==> src/rtl/wdg_pkg.sv <==
package wdg_pkg;
  typedef enum logic [1:0] {
    STG_ARMED = 2'd0,
    STG_GRACE = 2'd1,
    STG_FIRED = 2'd2
  } wdg_stage_e;
endpackage

==> src/rtl/wdg_key_gate.sv <==
module wdg_key_gate #(
  parameter int DATA_W = 32,
  parameter int CNT_W  = 8,
  parameter int KEY_W  = 7
) (
  input  logic              clk_i,
  input  logic              rst_ni,
  input  logic              wr_en_i,
  input  logic [DATA_W-1:0] wr_data_i,
  output logic              accept_o,
  output logic              run_cmd_o,
  output logic [CNT_W-1:0]  cnt_field_o
);
  localparam int EN_BIT  = CNT_W;
  localparam int KEY_LSB = CNT_W + 1;

  logic [DATA_W-1:0] ctrl_q;
  logic [KEY_W-1:0]  stored_key, new_key;
  logic              key_ok;

  assign stored_key  = ctrl_q[KEY_LSB +: KEY_W];
  assign new_key     = wr_data_i[KEY_LSB +: KEY_W];
  // running watchdog demands the inverted key
  assign key_ok      = !ctrl_q[EN_BIT] || (new_key == ~stored_key);
  assign accept_o    = wr_en_i && key_ok;
  assign run_cmd_o   = wr_data_i[EN_BIT];
  assign cnt_field_o = wr_data_i[CNT_W-1:0];

  always_ff @(posedge clk_i or negedge rst_ni) begin
    if (!rst_ni)       ctrl_q <= '0;
    else if (accept_o) ctrl_q <= wr_data_i;
  end


  rejected_write_chk: assert property (@(posedge clk_i) disable iff (!rst_ni)
    (wr_en_i && !accept_o) |=> $stable(ctrl_q));
endmodule

==> src/rtl/wdg_tick_counter.sv <==
module wdg_tick_counter #(
  parameter int CNT_W       = 8,
  parameter int GRACE_TICKS = 1,
  localparam int CT_W       = CNT_W + 1
) (
  input  logic             clk_i,
  input  logic             rst_ni,
  input  logic             load_i,
  input  logic [CNT_W-1:0] load_field_i,
  input  logic             run_cmd_i,
  input  logic             tick_i,
  input  logic             halt_i,
  output logic             expire_o,
  output logic [CT_W-1:0]  count_o
);
  localparam logic [CT_W-1:0] FULL_V  = CT_W'(1) << CNT_W;
  localparam logic [CT_W-1:0] GRACE_V = CT_W'(GRACE_TICKS);

  logic            run_q;
  logic [CT_W-1:0] cnt_q;
  logic [CT_W-1:0] load_v;

  assign load_v   = (load_field_i == '0) ? FULL_V : {1'b0, load_field_i};
  // a write in the same cycle wins over expiry
  assign expire_o = run_q && tick_i && (cnt_q == CT_W'(1)) && !load_i;
  assign count_o  = cnt_q;

  always_ff @(posedge clk_i or negedge rst_ni) begin
    if (!rst_ni) begin
      cnt_q <= '0;
      run_q <= 1'b0;
    end else if (load_i) begin
      cnt_q <= load_v;
      run_q <= run_cmd_i;
    end else if (expire_o) begin
      if (halt_i) begin
        cnt_q <= '0;
        run_q <= 1'b0;
      end else begin
        cnt_q <= GRACE_V;
      end
    end else if (run_q && tick_i) begin
      cnt_q <= cnt_q - CT_W'(1);
    end
  end

  initial begin
    assert (GRACE_TICKS >= 1 && GRACE_TICKS < (1 << CT_W));
  end


  idle_hold_chk: assert property (@(posedge clk_i) disable iff (!rst_ni)
    (!tick_i && !load_i) |=> $stable(cnt_q));

  run_nonzero_chk: assert property (@(posedge clk_i) disable iff (!rst_ni)
    run_q |-> (cnt_q != '0));
endmodule

==> src/rtl/wdg_escalate.sv <==
module wdg_escalate
  import wdg_pkg::*;
(
  input  logic clk_i,
  input  logic rst_ni,
  input  logic accept_i,
  input  logic expire_i,
  output logic halt_o,
  output logic nmi_o,
  output logic rst_req_o
);
  wdg_stage_e stage_q;
  logic       nmi_q, rst_req_q;

  always_ff @(posedge clk_i or negedge rst_ni) begin
    if (!rst_ni) begin
      stage_q   <= STG_ARMED;
      nmi_q     <= 1'b0;
      rst_req_q <= 1'b0;
    end else if (accept_i) begin
      stage_q <= STG_ARMED;
      nmi_q   <= 1'b0;
    end else if (expire_i) begin
      if (stage_q == STG_ARMED) begin
        stage_q <= STG_GRACE;
        nmi_q   <= 1'b1;
      end else begin
        stage_q   <= STG_FIRED;
        rst_req_q <= 1'b1;
      end
    end
  end

  assign halt_o    = (stage_q != STG_ARMED);
  assign nmi_o     = nmi_q;
  assign rst_req_o = rst_req_q;


  rst_req_sticky_chk: assert property (@(posedge clk_i) disable iff (!rst_ni)
    rst_req_q |=> rst_req_q);

  rst_after_nmi_chk: assert property (@(posedge clk_i) disable iff (!rst_ni)
    $rose(rst_req_q) |-> $past(nmi_q));
endmodule

==> src/rtl/wdg_keyed_watchdog.sv <==
module wdg_keyed_watchdog #(
  parameter int DATA_W      = 32,
  parameter int CNT_W       = 8,
  parameter int KEY_W       = 7,
  parameter int GRACE_TICKS = 1,
  localparam int CT_W       = CNT_W + 1
) (
  input  logic              clk_i,
  input  logic              rst_ni,
  input  logic              wr_en_i,
  input  logic [DATA_W-1:0] wr_data_i,
  input  logic              tick_i,
  output logic              nmi_o,
  output logic              rst_req_o,
  output logic [CT_W-1:0]   count_o
);
  logic             accept, run_cmd, expire, halt;
  logic [CNT_W-1:0] cnt_field;

  wdg_key_gate #(.DATA_W(DATA_W), .CNT_W(CNT_W), .KEY_W(KEY_W)) u_gate (
    .clk_i, .rst_ni, .wr_en_i, .wr_data_i,
    .accept_o(accept), .run_cmd_o(run_cmd), .cnt_field_o(cnt_field)
  );

  wdg_tick_counter #(.CNT_W(CNT_W), .GRACE_TICKS(GRACE_TICKS)) u_cnt (
    .clk_i, .rst_ni, .load_i(accept), .load_field_i(cnt_field),
    .run_cmd_i(run_cmd), .tick_i, .halt_i(halt),
    .expire_o(expire), .count_o
  );

  wdg_escalate u_esc (
    .clk_i, .rst_ni, .accept_i(accept), .expire_i(expire),
    .halt_o(halt), .nmi_o, .rst_req_o
  );

  initial begin
    assert (DATA_W >= CNT_W + 1 + KEY_W);
  end


  service_clears_nmi_chk: assert property (@(posedge clk_i) disable iff (!rst_ni)
    accept |=> !nmi_o);
endmodule

==> config.mk <==
export PLATFORM = sky130hd
export DESIGN_NAME = wdg_keyed_watchdog
export DESIGN_NICKNAME = d
export VERILOG_FILES = /design/src/rtl/wdg_pkg.sv /design/src/rtl/wdg_key_gate.sv /design/src/rtl/wdg_tick_counter.sv /design/src/rtl/wdg_escalate.sv /design/src/rtl/wdg_keyed_watchdog.sv
export SDC_FILE = /design/constraint.sdc
export NUM_CORES = 1
export LEC_CHECK = 0
export BUFFER_PORTS_ARGS = -buffer_cell sky130_fd_sc_hd__buf_2
export CORE_MARGIN = 10
export CORE_UTILIZATION = 30
export CTS_CLUSTER_DIAMETER = 40
export CTS_CLUSTER_SIZE = 30
export DETAILED_ROUTE_END_ITERATION = 6
export GPL_TIMING_DRIVEN = 0
export PLACE_DENSITY = 0.63
export SYNTH_ARGS = -nofsm -noshare
export SYNTH_HDL_FRONTEND = slang
export SYNTH_SLANG_ARGS = --single-unit
==> constraint.sdc <==
create_clock -name clk_i -period 3.4 [get_ports clk_i]
set_input_delay 0.17 -clock clk_i [delete_from_list [all_inputs] [get_ports clk_i]]
set_output_delay 0.17 -clock clk_i [all_outputs]
set_load 0.02 [all_outputs]
==> flow_metrics.tcl, run 1 <==
set metrics [dict create \
    synthAdderAreaFrac_pct 2.02 \
    timing.hold.ws_ps 161 \
    finish.utilization_pct 37.5 \
    min_to "u_cnt.count_o[4]" \
    worstMarginPinSlew_ps 646 \
    synth_area_sq_um 1240 \
    finalHoldViolCount 0 \
    grt_pass1_vias 1066 \
    ys_ff_latch 22 \
    yosysSeqAreaShare_pct 44.5 \
    antenna_left 0 \
    min_delay_path_depth 2 \
    cts_tree "yes" \
    die_h_microns 84.2 \
    die_area_sq_um 7090 \
    cp.required_ps 3540 \
    cap_violations 0 \
    fin_worst_skew_ps 1.79 \
    cts_sinks 22 \
    crit_arrival_ps 2390 \
    synth_warnings 0 \
    clock_latency_ps 260 \
    synthSimpleGateAreaFrac_pct 18.2 \
    gp_congestion 0.833 \
    grt_use_total_pct 8.38 \
    leakage_nw 0.640 \
    grt_remaining_overflow 0 \
    period_minus_slack_ps 2250 \
    seqPwrFrac_pct 41.9 \
    syn_avg_cell_area_sq_um 11.0 \
    initial_core_util_pct 30.9 \
    antenna_cells 0 \
    areaGrowthSynthToFinish_pct 21.4 \
    wire_per_inst_microns 15.4 \
    hold_path.class "input pin to flip-flop" \
    p_int_uw 700 \
    dp.cells 192 \
    timing.rr.start "u_cnt.count_o[5]" \
    antenna_found_initial 0 \
    rsz0062_at_grt "no" \
    p_per_area_nw_per_um2 785 \
    criticalPathCategory "flip-flop to flip-flop" \
    core_sq_um 4000 \
    grt_pass1_wl_microns 5070 \
    p_clk_share_pct 13.3 \
    synth_nets 150 \
    drt_wl_total_microns 3020 \
    grt_max_degree 23 \
    crit_fanout 10 \
    max_freq_mhz 445 \
    fp.dieW_microns 84.2 \
    syn_inst 112 \
    fillers 408 \
    fin_cells 196 \
    vias 1007 \
    fin_nets 186 \
    clock_path_buffers 2 \
    max_slew_margin_pct 56.6 \
    switching_share_pct 40.5 \
    rows 23 \
    synth_top_family_by_area "simple AND/OR/NAND/NOR gates" \
    synth.area.mux_share_pct 17.9 \
    synth-compound-area-share_pct 9.21 \
    end_kind "flip-flop" \
    htree_levels 1 \
    drive_gt1_share_pct 39.0 \
    drt_iter0_markers 70 \
    status "complete, no violations" \
    slew_violations 0 \
    final_common_cell "buf_2" \
    ctsResizeCount 0 \
    r2r_setup_slack_ps 1150 \
    finalPower_mw 1.18 \
    layout_common_cells "buf_2 (31), dfrtp_1 (22), mux2_2 (17)" \
    clk_pin_slew_worst_paths_ps 70 \
    ioPinCount 47 \
    hp-start "wr_data_i[4]" \
    p_switching_uw 478 \
    setup_viol 0 \
    r2r.worst_path.cells 4 \
    first_pass_iters 4 \
    port_buffers 30 \
    synth_cell_types 33 \
    period_share_pct 66.2 \
    cts-root-buf "clkbuf_8" \
    fin_setup_tns_ps 0 \
    cts_buffers 3 \
    post_drt_via_cell_ratio 5.14 \
    ir_drop_uv 342 \
    dp_hpwl_microns 2440 \
    drcViolationCount 0 \
    r2r_end "u_cnt.count_o[2]" \
    start_kind "flip-flop" \
    combPwrFrac_pct 44.7 \
    synth_xor_area_share_pct 4.96 \
]
through the flow:
step           cell area (sq um)  worst slack (ps)
2_1_floorplan               1240              1420
3_3_place_gp                1450              1280
3_5_place_dp                1450              1230
4_1_cts                     1500              1170
5_1_grt                     1500              1090
6_report                    1500              1150
sequential cells by signal (all words and copies together), names as in the netlist:
signal / cells
u_esc.nmi_o: 1
u_esc.rst_req_o: 1
u_gate.ctrl_q: 8
u_esc.stage_q: 2
u_cnt.count_o: 9
u_cnt.run_q: 1
worst max-delay path by stage:
stage | start | endpoint | slack, ps | depth (start not counted)
finish | u_cnt.count_o[5] | u_cnt.count_o[2] | 1150 | 4
global route | u_cnt.count_o[5] | u_cnt.count_o[2] | 1090 | 4
CTS | u_cnt.count_o[5] | u_cnt.count_o[2] | 1170 | 4
detailed placement | u_cnt.count_o[5] | u_cnt.count_o[6] | 1230 | 4
global placement | u_cnt.count_o[5] | u_cnt.count_o[2] | 1280 | 4
floorplan | u_cnt.count_o[5] | u_cnt.count_o[2] | 1420 | 4
kinds of logic after synthesis:
group / after synthesis
and+or+nand+nor: 35
DFF: 22
muxes: 20
AOI/OAI and AO/OA: 18
buffers and inverters: 8
xor gates and xnor gates: 7
adders and majority gates: 2
power groups by stage:
stage	Sequential, mW	Combinational (mW)	Clock [mW]
after global routing	0.510	0.585	0.180
after CTS	0.492	0.536	0.162
after global placement	0.488	0.515	0
after detailed placement	0.497	0.533	0
after floorplan	0.531	0.328	0
final	0.494	0.527	0.157
worst max-delay path: stages (launching register included):
cell,delay (ps)
dfrtp_1,470
or4_4,590
nor4_4,580
o21ai_0,210
mux2_2,300
repair_timing:
item	CTS	global route
buffers inserted	0	0
hold buffers	1	0
endpoints found under the hold margin	22	0
cell usage after synthesis:
master	instances	share of area (%)
o41ai_1	2	1.4
mux2_2	17	15
nor4_1	4	2.0
o31a_1	1	0.71
or2_1	1	0.51
or4_2	1	0.71
o21ai_1	4	1.6
nand2_1	7	2.1
or3_2	1	0.61
a211o_1	1	0.71
o31ai_1	3	1.8
buf_6	1	0.91
buf_2	1	0.40
or2_2	1	0.51
nor4bb_1	1	0.81
nand3_1	3	1.2
dfrtp_1	22	45
a21oi_1	3	1.2
nand4_1	2	1.0
or3_1	3	1.5
xor2_1	7	5.0
or4_1	2	1.2
nor4b_1	1	0.71
nor4_4	1	1.7
o21ai_0	3	1.2
ha_1	2	2.0
o22ai_1	1	0.51
or4_4	1	0.91
nand4b_1	2	1.4
nor2_1	4	1.2
mux2i_1	3	2.4
inv_1	5	1.5
clkbuf_1	1	0.30
per-layer routing:
metal  track usage (%)  up-vias  part of all wire, %
met5                 0        -                    0
met4              2.28        0                 0.73
met3              1.84        4                  3.7
met2              15.8       22                   56
met1              9.04      497                   40
li1                  -      484                    -
final cells by class:
cell class / count / area [sq um] / area share [%]
Buffer: 3 / 20.0 / 1.33
Clock buffer: 3 / 41.3 / 2.75
Inverter: 5 / 18.8 / 1.25
Multi-Input combinational cell: 82 / 647 / 43.1
Sequential cell: 22 / 551 / 36.7
Tap cell: 50 / 62.6 / 4.17
Timing Repair Buffer: 31 / 160 / 10.7
Power figures use the tool's default switching activity.
==> run 2, diff against run 1 <==
Settings changed: ABC_AREA set to 1.
Clock period 3.4 ns to 2.2 ns, I/O delays scaled along.
==> run 2 against run 1 <==
  * Clock power grew 140%
  * Cell area grew 7.6%
  * Non-clock buffer count is the same
  * Via count grew 19%
  * Die area grew 5.0%
  * First-iteration DRC count shrank 29%
  * Largest cell class unchanged
  * Highest routed layer unchanged
==> flow_metrics.tcl, run 2 <==
set metrics [dict create \
    grt_pass1_wl_microns 5500 \
    cts_tree "yes" \
    cts-root-buf "clkbuf_8" \
    synth_cell_types 23 \
    cts_buffers 3 \
    slew_violations 0 \
    crit_fanout 4 \
    antenna_found_initial 0 \
    syn_avg_cell_area_sq_um 7.36 \
    fin_setup_tns_ps 0 \
    ys_async_sr_fraction_pct 100 \
    yosysSeqAreaShare_pct 41.8 \
    drt_iter0_markers 50 \
    crit_arrival_ps 1730 \
    first_pass_iters 4 \
    largest_reg_flops 9 \
    clock_path_buffers 2 \
    synth_nets 217 \
    die_area_sq_um 7440 \
    cts_sinks 22 \
    synth_warnings 0 \
    dp_hpwl_microns 2420 \
    fin_worst_skew_ps 4.54 \
    criticalPathCategory "flip-flop to flip-flop" \
    syn_inst 179 \
    post_drt_via_cell_ratio 4.51 \
    max_freq_mhz 655 \
    grt_remaining_overflow 0 \
    antenna_cells 0 \
    ys_ff_latch 22 \
    initial_core_util_pct 30.7 \
    ys_top_cells_by_area "dfrtp_1 (42%), nand2_1 (21%), inv_1 (5.4%)" \
    synth-edff-count 0 \
    layout_common_cells "nand2_1 (74), buf_2 (30), dfrtp_1 (22)" \
    fp.dieW_microns 86.3 \
    status "complete, no violations" \
    ctsResizeCount 0 \
    leakage_nw 0.906 \
    setup_viol 0 \
    synthTopCellsByCount "nand2_1 (74), dfrtp_1 (22), inv_1 (19), nand3_1 (11), nor2_1 (11)" \
    p_per_area_nw_per_um2 1210 \
    ys.flop_type "dfrtp_1" \
    rows 24 \
    worstMarginPinSlew_ps 501 \
    fin_nets 253 \
    synth_area_sq_um 1320 \
    ir_drop_uv 291 \
    clk_pin_slew_worst_paths_ps 80 \
    start_kind "flip-flop" \
    wire_per_inst_microns 11.5 \
    finalPower_mw 1.95 \
    drive_gt1_share_pct 25.7 \
    cap_violations 0 \
    antenna_left 0 \
    grt_use_total_pct 8.87 \
    final_common_cell "nand2_1" \
    cp.required_ps 2400 \
    netlist.top_cell.by_area "dfrtp_1" \
    ioPinCount 47 \
    grt_pass1_vias 1185 \
    rsz0062_at_grt "no" \
    die_h_microns 86.3 \
    areaGrowthSynthToFinish_pct 22.5 \
    max_slew_margin_pct 66.6 \
    core_sq_um 4290 \
    end_kind "flip-flop" \
    period_share_pct 69.4 \
    hold_path.class "input pin to flip-flop" \
    finalHoldViolCount 0 \
    port_buffers 30 \
    synth_top_area_share_pct 41.8 \
    period_minus_slack_ps 1530 \
    htree_levels 1 \
    vias 1199 \
    drcViolationCount 0 \
    grt_max_degree 23 \
    drt_wl_total_microns 3070 \
    gp_congestion 0.760 \
    clock_latency_ps 260 \
    yosys.cell_count.top_type "nand2_1" \
]
[run 2: critical path: stages, from the launching register on]
cell     delay (ps)
dfrtp_1         410
inv_1            80
ha_1            160
nand2_1          60
nor2_1           80
nand4_1         190
nor2_1          250
o21ai_2          70
nand3_1          70
nand2_1          50
inv_1            50
[run 2: what timing repair did]
| action | 4_1_cts | 5_1_grt |
|---|---|---|
| hold buffers | 1 | 0 |
| endpoints found under the hold margin | 22 | 0 |
| buffers inserted | 0 | 0 |
[run 2: power by group]
part           leakage, nW  internal (mW)  total, mW  switching, mW
clock               0.0357          0.243      0.373          0.130
combinational        0.597          0.337      0.872          0.534
sequential           0.272          0.556      0.709          0.153
[run 2: layout make-up]
| class | instances | area, sq um |
|---|---|---|
| fillers | 453 | 2680 |
| multi-input cells | 130 | 643 |
| flip-flops and latches | 22 | 551 |
| repair buffers | 31 | 160 |
| inverters | 24 | 90.1 |
| well taps | 52 | 65.1 |
| clock buffers | 3 | 41.3 |
| plain buffers | 3 | 33.8 |
| clock inverters | 1 | 30.0 |
[run 2: worst paths after layout]
path	depth (start not counted)	slack (ps)	endpoint	start
min in group asynchronous	2	350	u_cnt.count_o[6]	rst_ni
hold / removal	3	70	u_gate.ctrl_q[10]	wr_data_i[10]
setup / recovery	10	670	u_cnt.count_o[0]	u_cnt.count_o[1]
hold reg to reg	2	470	u_esc.rst_req_o	u_esc.rst_req_o
setup reg to reg	10	670	u_cnt.count_o[0]	u_cnt.count_o[1]
max in group asynchronous	2	1510	u_esc.stage_q[0]	rst_ni
[run 2: cell families (layout without fill, tap and decap cells)]
logic type	Yosys count	in the layout	share of synthesized area (%)
buffers and inverters	27	62	9.40
AND/OR/NAND/NOR	110	110	35.4
AO/OA/AOI/OAI	10	10	6.17
adder cells (fa/ha/maj)	2	2	1.90
XOR/XNOR	8	8	5.32
flip-flops	22	22	41.8
[run 2: routing by layer]
metal | wire (microns) | global-route usage (%)
met1 | 1420 | 11.2
met2 | 1430 | 14.1
met3 | 196 | 3.19
met4 | 19 | 2.21
met5 | 0 | 0
[run 2: metrics by stage]
| stage | worst slack (ps) | util, % | std cells | hold WS, ps | cell area (sq um) |
|---|---|---|---|---|---|
| floorplan | 745 | - | 179 | -186 | 1320 |
| global placement | 701 | 35.7 | 261 | 113 | 1530 |
| detailed placement | 677 | 35.7 | 261 | 113 | 1530 |
| CTS | 665 | 37.6 | 266 | 69.5 | 1610 |
| global route | 489 | 37.6 | 266 | 84.8 | 1610 |
| finish | 673 | 37.6 | 266 | 69.3 | 1610 |
==> run 3, diff against run 2 <==
Settings changed: PLACE_DENSITY 0.63 to 0.65.
Clock period 2.2 ns to 1.4 ns, I/O delays scaled along.
==> run 3 against run 2 <==
  * The run now ends with negative setup slack left
  * First-iteration DRC count grew 82%
  * Cell area grew 11%
  * Highest routed layer unchanged
  * Critical path type unchanged
  * Non-clock buffer count rose by 9
  * Largest power group unchanged
==> flow_metrics.tcl, run 3 (synthesized netlist as in run 2, its figures left out) <==
set metrics [dict create \
    status "finished with violations" \
    violations "negative setup slack" \
    cap_violations 0 \
    ir_drop_uv 574 \
    antenna_found_initial 0 \
    p_per_area_nw_per_um2 1940 \
    first_pass_iters 4 \
    cts_buffers 3 \
    drive_gt1_share_pct 36.8 \
    drt_iter0_markers 91 \
    cts-root-buf "clkbuf_8" \
    clk_pin_slew_worst_paths_ps 80 \
    antenna_cells 0 \
    finalPower_mw 3.47 \
    vias 1235 \
    largest_reg_flops 9 \
    crit_fanout 10 \
    grt_remaining_overflow 0 \
    top_layer "met4" \
    ioPinCount 47 \
    layout_common_cells "nand2_1 (67), buf_2 (30), dfrtp_1 (20)" \
    max_freq_mhz 679 \
    htree_levels 1 \
    antenna_left 0 \
    final_common_cell "nand2_1" \
    criticalPathCategory "flip-flop to flip-flop" \
    initial_core_util_pct 30.7 \
    period_share_pct 105 \
    drcViolationCount 0 \
    die_area_sq_um 7440 \
    wl_met1_microns 1410 \
    worstMarginPinSlew_ps 496 \
    hold_path.class "input pin to flip-flop" \
    dp_slack_ps -93.5 \
    rsz0062_at_grt "yes" \
    leakage_nw 0.966 \
    crit_arrival_ps 1630 \
    start_kind "flip-flop" \
    grt_pass1_wl_microns 5510 \
    layout_setup_ws_ps -72.3 \
    clock_path_buffers 2 \
    cp.required_ps 1560 \
    clock_latency_ps 270 \
    port_buffers 30 \
    fp.dieW_microns 86.3 \
    post_drt_via_cell_ratio 4.49 \
    end_kind "flip-flop" \
    slew_violations 0 \
    cts_tree "yes" \
    crit_slowest_cell "dfrtp_1" \
    wire_per_inst_microns 11.8 \
    wl_met3_microns 224 \
    finalHoldViolCount 0 \
    drt_wl_total_microns 3260 \
    fin_worst_skew_ps 1.33 \
    cts_sinks 22 \
    die_h_microns 86.3 \
    dp_hpwl_microns 2440 \
    gp_congestion 0.784 \
    worst_path_largest_cell_delay_ps 410 \
    max_slew_margin_pct 66.9 \
    period_minus_slack_ps 1470 \
    grt_max_degree 23 \
    grt_pass1_vias 1251 \
    setup_viol 20 \
    wl_met2_microns 1590 \
    grt_use_total_pct 8.82 \
    crit_top_cell "nand2_1" \
    areaGrowthSynthToFinish_pct 35.6 \
    fin_nets 262 \
    rows 24 \
    core_sq_um 4290 \
    path_cells "nand2_1, inv_1, nor2_1, nand2_1, nor2_2, nand2_2, nand2_2, nand2_4, buf_8, buf_8, nand2_1, nand2_1" \
]
[run 3: what timing repair did]
item | in CTS | in global routing
pin swaps | 7 | 5
resized for setup | 7 | 14
buffers inserted | 4 | 5
setup endpoints to repair | 20 | 22
hold endpoints to repair | 22 | 0
hold buffers | 1 | 0
[run 3: worst paths after layout]
kind / end / depth (start not counted) / start / slack [ps]
setup / recovery: u_gate.ctrl_q[8] / 12 / u_gate.ctrl_q[10] / -70
hold / removal: u_gate.ctrl_q[10] / 3 / wr_data_i[10] / 20
setup reg to reg: u_gate.ctrl_q[8] / 12 / u_gate.ctrl_q[10] / -70
hold reg to reg: u_esc.rst_req_o / 2 / u_esc.rst_req_o / 470
max in group asynchronous: u_cnt.count_o[1] / 2 / rst_ni / 740
min in group asynchronous: u_cnt.count_o[7] / 2 / rst_ni / 300
[run 3: layout make-up]
type / instances / area (sq um)
plain buffers: 3 / 41.3
clock buffers: 3 / 41.3
clock inverters: 1 / 30.0
fillers: 439 / 2510
inverters: 24 / 95.1
multi-input cells: 130 / 717
flip-flops and latches: 22 / 553
well taps: 52 / 65.1
repair buffers: 40 / 244
[run 3: per-layer routing]
metal  GRT usage (%)  vias to the layer above
li1                -                      644
met1            9.74                      566
met2            15.5                       21
met3            3.66                        4
met4            1.77                        0
met5               0                        -
[run 3: power by group]
part	total, mW	internal (mW)	switching [mW]
combinational	1.71	0.754	0.960
sequential	1.16	0.879	0.277
clock	0.602	0.382	0.220
total	3.47	2.01	1.46
[run 3: stage by stage]
step / setup TNS (ps) / area, sq um / util, % / std cells / hold slack (ps)
6_report: -790 / 1790 / 41.6 / 275 / 19.9
5_1_grt: -3400 / 1790 / 41.6 / 275 / 19.6
4_1_cts: -859 / 1690 / 39.3 / 270 / 19.4
3_5_place_dp: -530 / 1550 / 36.1 / 261 / 73.7
3_3_place_gp: -279 / 1550 / 36.1 / 261 / 81.7
2_1_floorplan: 0 / 1340 / - / 179 / -226
[run 3: critical path, delay by kind of cell (launching register included)]
kind | cells | cell delay (ps)
flops | 1 | 410
simple gates | 9 | 640
buf+inv | 3 | 310
